--- src/rtl/bus_arb_pkg.sv ---
package bus_arb_pkg;
    typedef enum logic [1:0] {
        IDLE_NONE  = 2'd0,
        IDLE_LAST  = 2'd1,
        IDLE_FIXED = 2'd2,
        IDLE_SPARE = 2'd3
    } idle_mode_e;
endpackage

--- src/rtl/bus_addr_decoder.sv ---
module bus_addr_decoder #(
    parameter int ADDR_W   = 16,
    parameter int NUM_SLV  = 10,
    parameter int SLAVE_ID = 3
) (
    input  logic              valid_i,
    input  logic [ADDR_W-1:0] addr_i,
    output logic              hit_o,
    output logic              err_o
);
    localparam int SEL_W = (NUM_SLV > 1) ? $clog2(NUM_SLV) : 1;

    logic [SEL_W-1:0] region;

    always_comb begin
        region = addr_i[ADDR_W-1 -: SEL_W];
        hit_o  = valid_i && (int'(region) == SLAVE_ID);
        err_o  = valid_i && (int'(region) >= NUM_SLV);
    end
endmodule

--- src/rtl/bus_rr_picker.sv ---
module bus_rr_picker #(
    parameter int N  = 7,
    parameter int IW = 3
) (
    input  logic [N-1:0]  cand_i,
    input  logic [IW-1:0] ptr_i,
    output logic          found_o,
    output logic [IW-1:0] pick_o
);
    always_comb begin
        found_o = 1'b0;
        pick_o  = '0;
        for (int i = N - 1; i >= 0; i--) begin
            int j;
            j = int'(ptr_i) + i;
            if (j >= N) j = j - N;
            if (cand_i[j]) begin
                found_o = 1'b1;
                pick_o  = IW'(j);
            end
        end
    end
endmodule

--- src/rtl/bus_slot_timer.sv ---
module bus_slot_timer #(
    parameter int CNT_W = 8
) (
    input  logic             clk_i,
    input  logic             rst_ni,
    input  logic             clr_i,
    input  logic             inc_i,
    input  logic [CNT_W-1:0] lim_i,
    output logic             expire_o
);
    logic [CNT_W-1:0] cnt_d, cnt_q;
    logic [CNT_W:0]   cnt_next;

    always_comb begin
        cnt_next = {1'b0, cnt_q} + 1'b1;
        expire_o = (lim_i != '0) && inc_i && (cnt_next >= {1'b0, lim_i});
        if (clr_i)
            cnt_d = '0;
        else if (inc_i && !cnt_next[CNT_W])
            cnt_d = cnt_next[CNT_W-1:0];
        else
            cnt_d = cnt_q;
    end

    always_ff @(posedge clk_i or negedge rst_ni) begin
        if (!rst_ni) cnt_q <= '0;
        else         cnt_q <= cnt_d;
    end

    p_clr_r8: assert property (@(posedge clk_i) disable iff (!rst_ni)
        clr_i |=> (cnt_q == '0));
endmodule

--- src/rtl/bus_slot_arbiter.sv ---
module bus_slot_arbiter
    import bus_arb_pkg::*;
#(
    parameter int NUM_MST  = 7,
    parameter int NUM_SLV  = 10,
    parameter int SLAVE_ID = 3,
    parameter int ADDR_W   = 16,
    parameter int CNT_W    = 8,
    localparam int IDX_W   = (NUM_MST > 1) ? $clog2(NUM_MST) : 1
) (
    input  logic                      clk_i,
    input  logic                      rst_ni,
    input  logic [NUM_MST-1:0]        mst_valid_i,
    input  logic [NUM_MST-1:0]        mst_last_i,
    input  logic [NUM_MST*ADDR_W-1:0] mst_addr_i,
    input  logic [1:0]                cfg_mode_i,
    input  logic [IDX_W-1:0]          cfg_fixed_i,
    input  logic [CNT_W-1:0]          cfg_slot_lim_i,
    output logic [NUM_MST-1:0]        gnt_o,
    output logic [IDX_W-1:0]          gnt_idx_o,
    output logic                      gnt_vld_o,
    output logic [NUM_MST-1:0]        dec_err_o
);
    typedef struct packed {
        logic             owned;
        logic [IDX_W-1:0] owner;
        logic [IDX_W-1:0] ptr;
    } arb_state_t;

    arb_state_t st_d, st_q;

    logic [NUM_MST-1:0] req;
    logic [NUM_MST-1:0] owner_oh;
    logic [NUM_MST-1:0] cand;
    logic               beat, cont, others, expire, slot_hit, rearb;
    logic               found;
    logic [IDX_W-1:0]   pick;
    logic               mode_none, fixed_ok;
    idle_mode_e         mode;

    for (genvar m = 0; m < NUM_MST; m++) begin : g_dec
        bus_addr_decoder #(
            .ADDR_W  (ADDR_W),
            .NUM_SLV (NUM_SLV),
            .SLAVE_ID(SLAVE_ID)
        ) dec_i (
            .valid_i(mst_valid_i[m]),
            .addr_i (mst_addr_i[m*ADDR_W +: ADDR_W]),
            .hit_o  (req[m]),
            .err_o  (dec_err_o[m])
        );
    end

    always_comb begin
        mode      = idle_mode_e'(cfg_mode_i);
        mode_none = (mode == IDLE_NONE) || (mode == IDLE_SPARE);
        fixed_ok  = int'(cfg_fixed_i) < NUM_MST;
        owner_oh  = st_q.owned ? (NUM_MST'(1) << st_q.owner) : '0;
        beat      = st_q.owned && req[st_q.owner];
        cont      = beat && !mst_last_i[st_q.owner];
        others    = |(req & ~owner_oh);
        slot_hit  = expire && others;
        rearb     = !cont || slot_hit;
        cand      = beat ? (req & ~owner_oh) : req;
    end

    bus_rr_picker #(.N(NUM_MST), .IW(IDX_W)) pick_i (
        .cand_i (cand),
        .ptr_i  (st_q.ptr),
        .found_o(found),
        .pick_o (pick)
    );

    bus_slot_timer #(.CNT_W(CNT_W)) slot_i (
        .clk_i   (clk_i),
        .rst_ni  (rst_ni),
        .clr_i   (rearb),
        .inc_i   (beat),
        .lim_i   (cfg_slot_lim_i),
        .expire_o(expire)
    );

    always_comb begin
        st_d = st_q;
        if (rearb) begin
            if (found) begin
                st_d.owned = 1'b1;
                st_d.owner = pick;
                st_d.ptr   = (int'(pick) == NUM_MST - 1) ? '0 : pick + 1'b1;
            end else if (mode == IDLE_FIXED && fixed_ok) begin
                st_d.owned = 1'b1;
                st_d.owner = cfg_fixed_i;
            end else if (mode == IDLE_LAST) begin
                st_d.owned = st_q.owned;
            end else begin
                st_d.owned = 1'b0;
            end
        end
    end

    always_ff @(posedge clk_i or negedge rst_ni) begin
        if (!rst_ni) st_q <= '0;
        else         st_q <= st_d;
    end

    assign gnt_o     = owner_oh;
    assign gnt_idx_o = st_q.owner;
    assign gnt_vld_o = st_q.owned;

    p_onehot_r2: assert property (@(posedge clk_i) disable iff (!rst_ni)
        $onehot0(gnt_o));
    p_idx_r2: assert property (@(posedge clk_i) disable iff (!rst_ni)
        gnt_vld_o |-> gnt_o[gnt_idx_o]);
    p_no_err_beat_r1: assert property (@(posedge clk_i) disable iff (!rst_ni)
        beat |-> !dec_err_o[gnt_idx_o]);
    p_hold_r7: assert property (@(posedge clk_i) disable iff (!rst_ni)
        (cont && !slot_hit) |=> (gnt_vld_o && gnt_idx_o == $past(gnt_idx_o)));
    p_break_r8: assert property (@(posedge clk_i) disable iff (!rst_ni)
        slot_hit |=> (gnt_vld_o && gnt_idx_o != $past(gnt_idx_o)));
    p_lim_off_r9: assert property (@(posedge clk_i) disable iff (!rst_ni)
        (cfg_slot_lim_i == '0) |-> !slot_hit);
    p_idle_none_r4: assert property (@(posedge clk_i) disable iff (!rst_ni)
        (rearb && !found && mode_none) |=> !gnt_vld_o);
    p_idle_fixed_r6: assert property (@(posedge clk_i) disable iff (!rst_ni)
        (rearb && !found && mode == IDLE_FIXED && fixed_ok)
        |=> (gnt_vld_o && gnt_idx_o == $past(cfg_fixed_i)));
endmodule

--- config.mk ---
export PLATFORM = sky130hd
export DESIGN_NAME = bus_slot_arbiter
export DESIGN_NICKNAME = d
export VERILOG_FILES = /design/src/rtl/bus_arb_pkg.sv /design/src/rtl/bus_addr_decoder.sv /design/src/rtl/bus_rr_picker.sv /design/src/rtl/bus_slot_timer.sv /design/src/rtl/bus_slot_arbiter.sv
export SDC_FILE = /design/constraint.sdc
export NUM_CORES = 1
export LEC_CHECK = 0
export BUFFER_PORTS_ARGS = -buffer_cell sky130_fd_sc_hd__buf_4
export CORE_AREA = 2 2 76 107
export CTS_CLUSTER_DIAMETER = 120
export DETAILED_ROUTE_END_ITERATION = 8
export DIE_AREA = 0 0 78 109
export PLACE_DENSITY_LB_ADDON = 0.25
export SLEW_MARGIN = 40
export SYNTH_ARGS = -nofsm -noshare
export SYNTH_HDL_FRONTEND = slang
export SYNTH_SLANG_ARGS = --single-unit
--- constraint.sdc ---
create_clock -name clk_i -period 4.5 [get_ports clk_i]
set_input_delay 0.45 -clock clk_i [delete_from_list [all_inputs] [get_ports clk_i]]
set_output_delay 0.45 -clock clk_i [all_outputs]
set_load 0.05 [all_outputs]
## After elaboration in Yosys (flattened, before gate mapping)

Index checks and enable logic that the tools add are counted.

| cells by class | value |
|---|---|
| add/sub/neg operators | 15 |
| reduce and logical (&&, ||, !) cells | 32 |
| magnitude comparators | 24 |
| eq/ne operators | 11 |
| shift-type cells | 1 |
| bitwise logic cells | 2 |
| multiplexer cells | 55 |

Operators by type and width:

| kind | number |
|---|---|
| less-than comparator 32 x 5 -> 1 bit (second input constant) | 7 |
| 2-to-1 mux 32 bit | 7 |
| greater-or-equal comparator 32 x 4 -> 1 bit (second input constant) | 6 |
| subtractor 32 x 4 -> 32 bit (second input constant) | 6 |
| equality test 4 x 3 -> 1 bit (second input constant) | 7 |
| greater-or-equal comparator 4 bit (second input constant) | 7 |
| binary-select mux 1 bit (select 3 bit) | 9 |
| 2-to-1 mux 3 bit | 9 |
| 2-to-1 mux 1 bit | 25 |
| logical AND 1 bit | 21 |
| 2-to-1 mux 8 bit | 2 |
| 2-to-1 mux 7 bit | 2 |
| adder 3 x 3 -> 4 bit (second input constant) | 3 |
| adder 8 x 1 -> 9 bit (second input constant) | 1 |
| greater-or-equal comparator 9 x 8 -> 1 bit | 1 |
| adder 3 x 2 -> 4 bit (second input constant) | 2 |
| nonzero test 8 bit | 1 |
| bitwise AND 7 bit | 1 |
| inverter 7 bit | 1 |
| OR reduction 7 bit | 1 |
| left shift 1 x 3 -> 7 bit (first input constant) | 1 |
| AND reduction 2 bit | 3 |
| adder 3 x 1 -> 4 bit (second input constant) | 1 |
| less-than comparator 3 x 4 -> 1 bit (second input constant) | 1 |
| 12 further kinds | 15 |

| storage, ports and cells | value |
|---|---|
| logic and storage cells | 144 |
| input port bits | 141 |
| bits in registers | 15 |
| output and inout bits | 18 |

## Longest topological paths before layout

| depth | value |
|---|---|
| word-level depth | 18 |
| mapped depth | 15 |
| mapped depth without buffers | 15 |

## Cells and area by module

From an unflattened synthesis, not the netlist that was laid out.

| second synthesis, totals | value |
|---|---|
| cells, all modules | 375 |
| area total of the unflattened synthesis | 3022.9 µm² |

By module, submodules not included:

| module | times used | cells each | seq. area each (µm²) | area each (µm²) |
|---|---|---|---|---|
| bus_rr_picker | 1 | 193 | 0.0 | 1356.3 |
| bus_slot_arbiter | 1 | 82 | 175.2 | 814.5 |
| bus_slot_timer | 1 | 79 | 200.2 | 676.9 |
| bus_addr_decoder | 7 | 3 | 0.0 | 25.0 |

## Worst setup path after synthesis

Ideal clock, no wire load.

| timing | value |
|---|---|
| path kind | reg2reg |
| start point | reg st_q[2] in the netlist's numbering |
| end point | reg st_q[1] in the netlist's numbering |
| arrival time | 3.710 ns |
| buffers on the path | 2 |
| library setup time | 0.124 ns |
| path slack | 0.666 ns |
| data required time | 4.376 ns |
| stages on the path, launching flop included | 15 |
| clock period less this slack | 3.834 ns |
| cell sequence | dfrtp_1 clkbuf_1 buf_2 inv_1 ha_1 nor2b_1 or4_1 nand2_2 mux2_2 a22o_1 o2111a_1 nor4b_1 o31ai_2 nor2b_1 o31a_1 |

| between the ends | value |
|---|---|
| longest elaborated chain between the ends | 15 |
| elaborated cells on any way between the ends | 66 |
| classes of those cells | add/sub: 14; order compare: 7; eq/ne: 1; mux: 43; reduce/logical: 1 |

RTL lines:

| what | RTL line | text |
|---|---|---|
| start: declaration | bus_slot_arbiter.sv:30 | `arb_state_t st_d, st_q;` |
| start signal: assignment | bus_slot_arbiter.sv:103 | `else st_q <= st_d;` |
| adder 3 x 3 -> 4 bit | bus_rr_picker.sv:15 | `j = int'(ptr_i) + i;` |
| subtractor 32 x 4 -> 32 bit / greater-or-equal comparator 32 x 4 -> 1 bit (equally long branches) | bus_rr_picker.sv:16 | `if (j >= N) j = j - N;` |
| 2-to-1 mux 32 bit | bus_rr_picker.sv:16 |  |
| binary-select mux 1 bit (select 3 bit) | bus_rr_picker.sv:17 | `if (cand_i[j]) begin` |
| 2-to-1 mux 1 bit (not written as such) (2 in series) | bus_rr_picker.sv:17 |  |
| 2-to-1 mux 3 bit (7 in series) | bus_rr_picker.sv:17 |  |
| adder 3 x 1 -> 3 bit / equality test 3 x 2 -> 1 bit (equally long branches) | bus_slot_arbiter.sv:89 | `st_d.ptr = (int'(pick) == NUM_MST - 1) ? '0 : pick + 1'b1;` |
| 2-to-1 mux 3 bit | bus_slot_arbiter.sv:89 |  |

Several ways; a longest one is shown, not always the timed one. The select of a mux whose other input is x is not followed.
A chain may end at the register's enable or synchronous reset.

## Worst setup path after layout

| timing | value |
|---|---|
| start point | reg st_q[1] in the netlist's numbering |
| end point | reg st_q[0] in the netlist's numbering |

Same word-level chain as after synthesis.

==> flow_metrics.tcl <==
set metrics [dict create \
    cts_max_level 1 \
    syn_area_sq_mm 0.00294 \
    crit_path_cell_trace "inv_1 > ha_1 > inv_1 > fa_1 > nor2_1 > a21oi_1 > nor4_1 > a31oi_1 > nand2_1 > or4_4 > nor3_4 > or2b_2 > a211oi_1 > a21o_1" \
    internal-power_mw 1.25 \
    cp_num_cells 14 \
    switchingPower_mw 1.58 \
    cp-end-kind "register" \
    clockPowerShare_pct 3.8 \
    synth.distinct_cells 87 \
    fin_area_sq_mm 0.00359 \
    setup_viol 0 \
    critPathTopFamily "simple AND/OR/NAND/NOR gates" \
    cts_setup_buffers 0 \
    ys_seq_elements 15 \
    fp.coreArea_sq_mm 0.00761 \
    grt_pass1_vias 2941 \
    cp.arrival_ns 4.11 \
    powerDensity_mw_per_mm2 787 \
    num_antenna_cells 0 \
    min_path_type "primary input to asynchronous set/reset pin" \
    crit_type "register to register" \
    crit_top_cell "inv_1" \
    cp_num_buf_inv 2 \
    fin_crit_sh_pct 88.2 \
    dr.pass1.iters 5 \
    io_pins 159 \
    ant_nets 0 \
    ys_seq_area_share_pct 12.7 \
    max_freq_mhz 252 \
    vias 3024 \
    cp.required_ns 4.64 \
    gp_congestion 0.882 \
    worst_slew_pin_slew_ns 0.628 \
    final_util_pct 47.2 \
    drv_cap 0 \
    rows 38 \
    critical-path-slowest-cell "fa_1" \
    post_dp_cell_area_sq_mm 0.00355 \
    cts_resized 0 \
    clk_path_buf_depth 2 \
    antenna_found_initial 0 \
    power_frac_seq_pct 9.3 \
    grt_max_degree 23 \
    rsz0062_at_grt "false" \
    whs_ns 0.0527 \
    hold_buffers 0 \
    report.final.hold_viol_count 0 \
    syn_to_final_growth_pct 22.0 \
    grt_use_total_pct 20.2 \
    clk_latency_ns 0.24 \
    start_util_pct 38.7 \
    maxSlewHeadroom_pct 57.8 \
    ys_async_sr_fraction_pct 100 \
    combPwrFrac_pct 87.0 \
    slowest_delay_ns 0.63 \
    die_width_um 78 \
    dpl.hpwl_um 7190 \
    numCtsBuffers 3 \
    ir_worst_vdd_v 0.000369 \
    worst-r2r-cell-count 14 \
    vias_per_cell 5.72 \
    grt_pass1_wl_um 14000 \
    worstSetupStartpointType "register" \
    io_buffers 74 \
    dieArea_sq_mm 0.00850 \
    swShare_pct 55.8 \
    finClkSkew_ns 0.00259 \
    clock-sinks 15 \
    synth.avg_cell_area_sq_um 8.04 \
    ctsRootBufferMaster "clkbuf_8" \
    grt_overflow 0 \
    crit_fanout 9 \
    synth_cells 366 \
    fin_crit_ns 3.97 \
    initialDrtViolationCount 251 \
    drc_errors 0 \
    ys.flop_type "dfrtp_1" \
    tns_ns 0 \
    fp.dieH_um 109 \
    status "finished, final reports clean" \
    final_layout_size_suffix_gt1_share_pct 27.0 \
    leakage_nw 1.77 \
    syn_nets 530 \
    drv_slew 0 \
    synth_edf_count 0 \
    route.detailed.wl_per_inst_um 16.6 \
    clk_pin_slew_ns 0.06 \
    cts_tree "built" \
    ys_warn_count 0 \
    drt_wl_total_um 8760 \
    final_nets 594 \
]
-- cells in the mapped netlist (3+ instances only) --
library cell,count,share of area (%)
o211ai_1,6,1.5
dfrtp_1,15,13
o211a_1,7,2.4
xor2_1,6,1.8
buf_2,6,1.0
o21ai_0,12,2.0
o21a_1,6,1.5
inv_1,28,3.6
nor2b_1,9,1.9
nor4b_1,4,1.2
o21ai_1,4,0.68
nor3_1,7,1.2
buf_4,8,2.0
a21oi_1,15,2.5
nor4_1,4,0.85
clkbuf_1,5,0.64
nand4_1,7,1.5
nand2_1,26,3.3
and4bb_2,4,1.7
a31oi_1,6,1.3
xnor2_1,8,2.4
a21o_1,5,1.3
mux2i_1,21,7.1
ha_1,22,9.3
mux2_2,4,1.5
nor4bb_1,3,1.0
nor2_1,23,2.9
a211o_1,3,0.89
nand3_1,14,2.4
o31ai_1,4,1.0
nand4b_1,3,0.89
-- per-stage QoR --
step                cells  setup slack (ns)  total power [mW]
detailed placement    525             0.559              2.71
CTS                   529             0.538              2.83
global route          529             0.227              3.09
finish                529             0.533              2.83
floorplan             366             0.666              2.17
global placement      525             0.600              2.68
-- flip-flops by register name, summed over array words and instances, names as in the netlist --
name and cells:
st_q 3, slot_i.cnt_q 8, gnt_vld_o 1, gnt_idx_o 3
-- worst reg2reg max path, stage by stage (launching register included) --
cell and delay (ns):
dfrtp_1 0.43, inv_1 0.33, ha_1 0.25, inv_1 0.05, fa_1 0.63, nor2_1 0.10, a21oi_1 0.35, nor4_1 0.10
a31oi_1 0.24, nand2_1 0.17, or4_4 0.52, nor3_4 0.23, or2b_2 0.22, a211oi_1 0.06, a21o_1 0.17
-- power groups by stage --
stage | sequential (mW) | combinational, mW | clock (mW)
final | 0.262 | 2.46 | 0.107
after detailed placement | 0.263 | 2.45 | 0
after floorplan | 0.294 | 1.88 | 0
after CTS | 0.261 | 2.46 | 0.110
after global routing | 0.274 | 2.70 | 0.118
after global placement | 0.262 | 2.42 | 0
-- worst paths after layout --
kind	from	slack (ns)	end
setup reg to reg	st_q[1]$_DFFE_PN0P_	0.53	st_q[0]$_DFFE_PN0P_
setup / recovery	st_q[1]$_DFFE_PN0P_	0.53	st_q[0]$_DFFE_PN0P_
max in group asynchronous	rst_ni	4.27	slot_i.cnt_q[7]$_DFFE_PN0P_
hold / removal	rst_ni	0.05	slot_i.cnt_q[5]$_DFFE_PN0P_
hold reg to reg	slot_i.cnt_q[1]$_DFFE_PN0P_	0.61	slot_i.cnt_q[1]$_DFFE_PN0P_
min in group clk_i	cfg_fixed_i[0]	0.56	gnt_idx_o[0]$_DFFE_PN0P_
-- cell type report --
cell class | count | area [sq um]
Sequential cell | 15 | 375
Timing Repair Buffer | 80 | 601
Tap cell | 100 | 125
Multi-Input combinational cell | 301 | 2340
Clock buffer | 3 | 41.3
Fill cell | 782 | 4020
Inverter | 29 | 109
Clock inverter | 1 | 5.00
-- cells in the final DEF, fill, tap and decap left out, types with 3 or more instances in the layout --
cell type	netlist	layout
buf_4	8	80
inv_1	28	28
nand2_1	26	26
nor2_1	23	23
ha_1	22	22
mux2i_1	21	21
a21oi_1	15	15
dfrtp_1	15	15
nand3_1	14	14
o21ai_0	12	12
nor2b_1	9	9
xnor2_1	8	8
o211a_1	7	7
nand4_1	7	7
nor3_1	7	7
xor2_1	6	6
o21a_1	6	6
a31oi_1	6	6
o211ai_1	6	6
a21o_1	5	5
and4bb_2	4	4
mux2_2	4	4
o31ai_1	4	4
nor4b_1	4	4
nor4_1	4	4
o21ai_1	4	4
nand4b_1	3	3
nor4bb_1	3	3
a211o_1	3	3
clkbuf_8	0	3
-- kinds of logic (layout without fill, tap and decap cells) --
kind of cell               after synthesis  in the layout  synth area share (%)
AOI/OAI and AO/OA                      104            104                  27.0
xor gates and xnor gates                15             15                  4.72
adders and majority gates               23             23                  10.0
buffers and inverters                   50            113                  7.90
DFF                                     15             15                  12.7
muxes                                   29             29                  10.4
and+or+nand+nor                        130            130                  27.2
-- routing by layer --
metal / up-vias / global-route usage [%] / wire length (um)
li1: 1496 / - / -
met1: 1431 / 22.9 / 3360
met2: 75 / 39.7 / 4870
met3: 22 / 1.24 / 286
met4: 0 / 6.89 / 244
met5: - / 0 / 0
(Power assumes the default switching activity.)
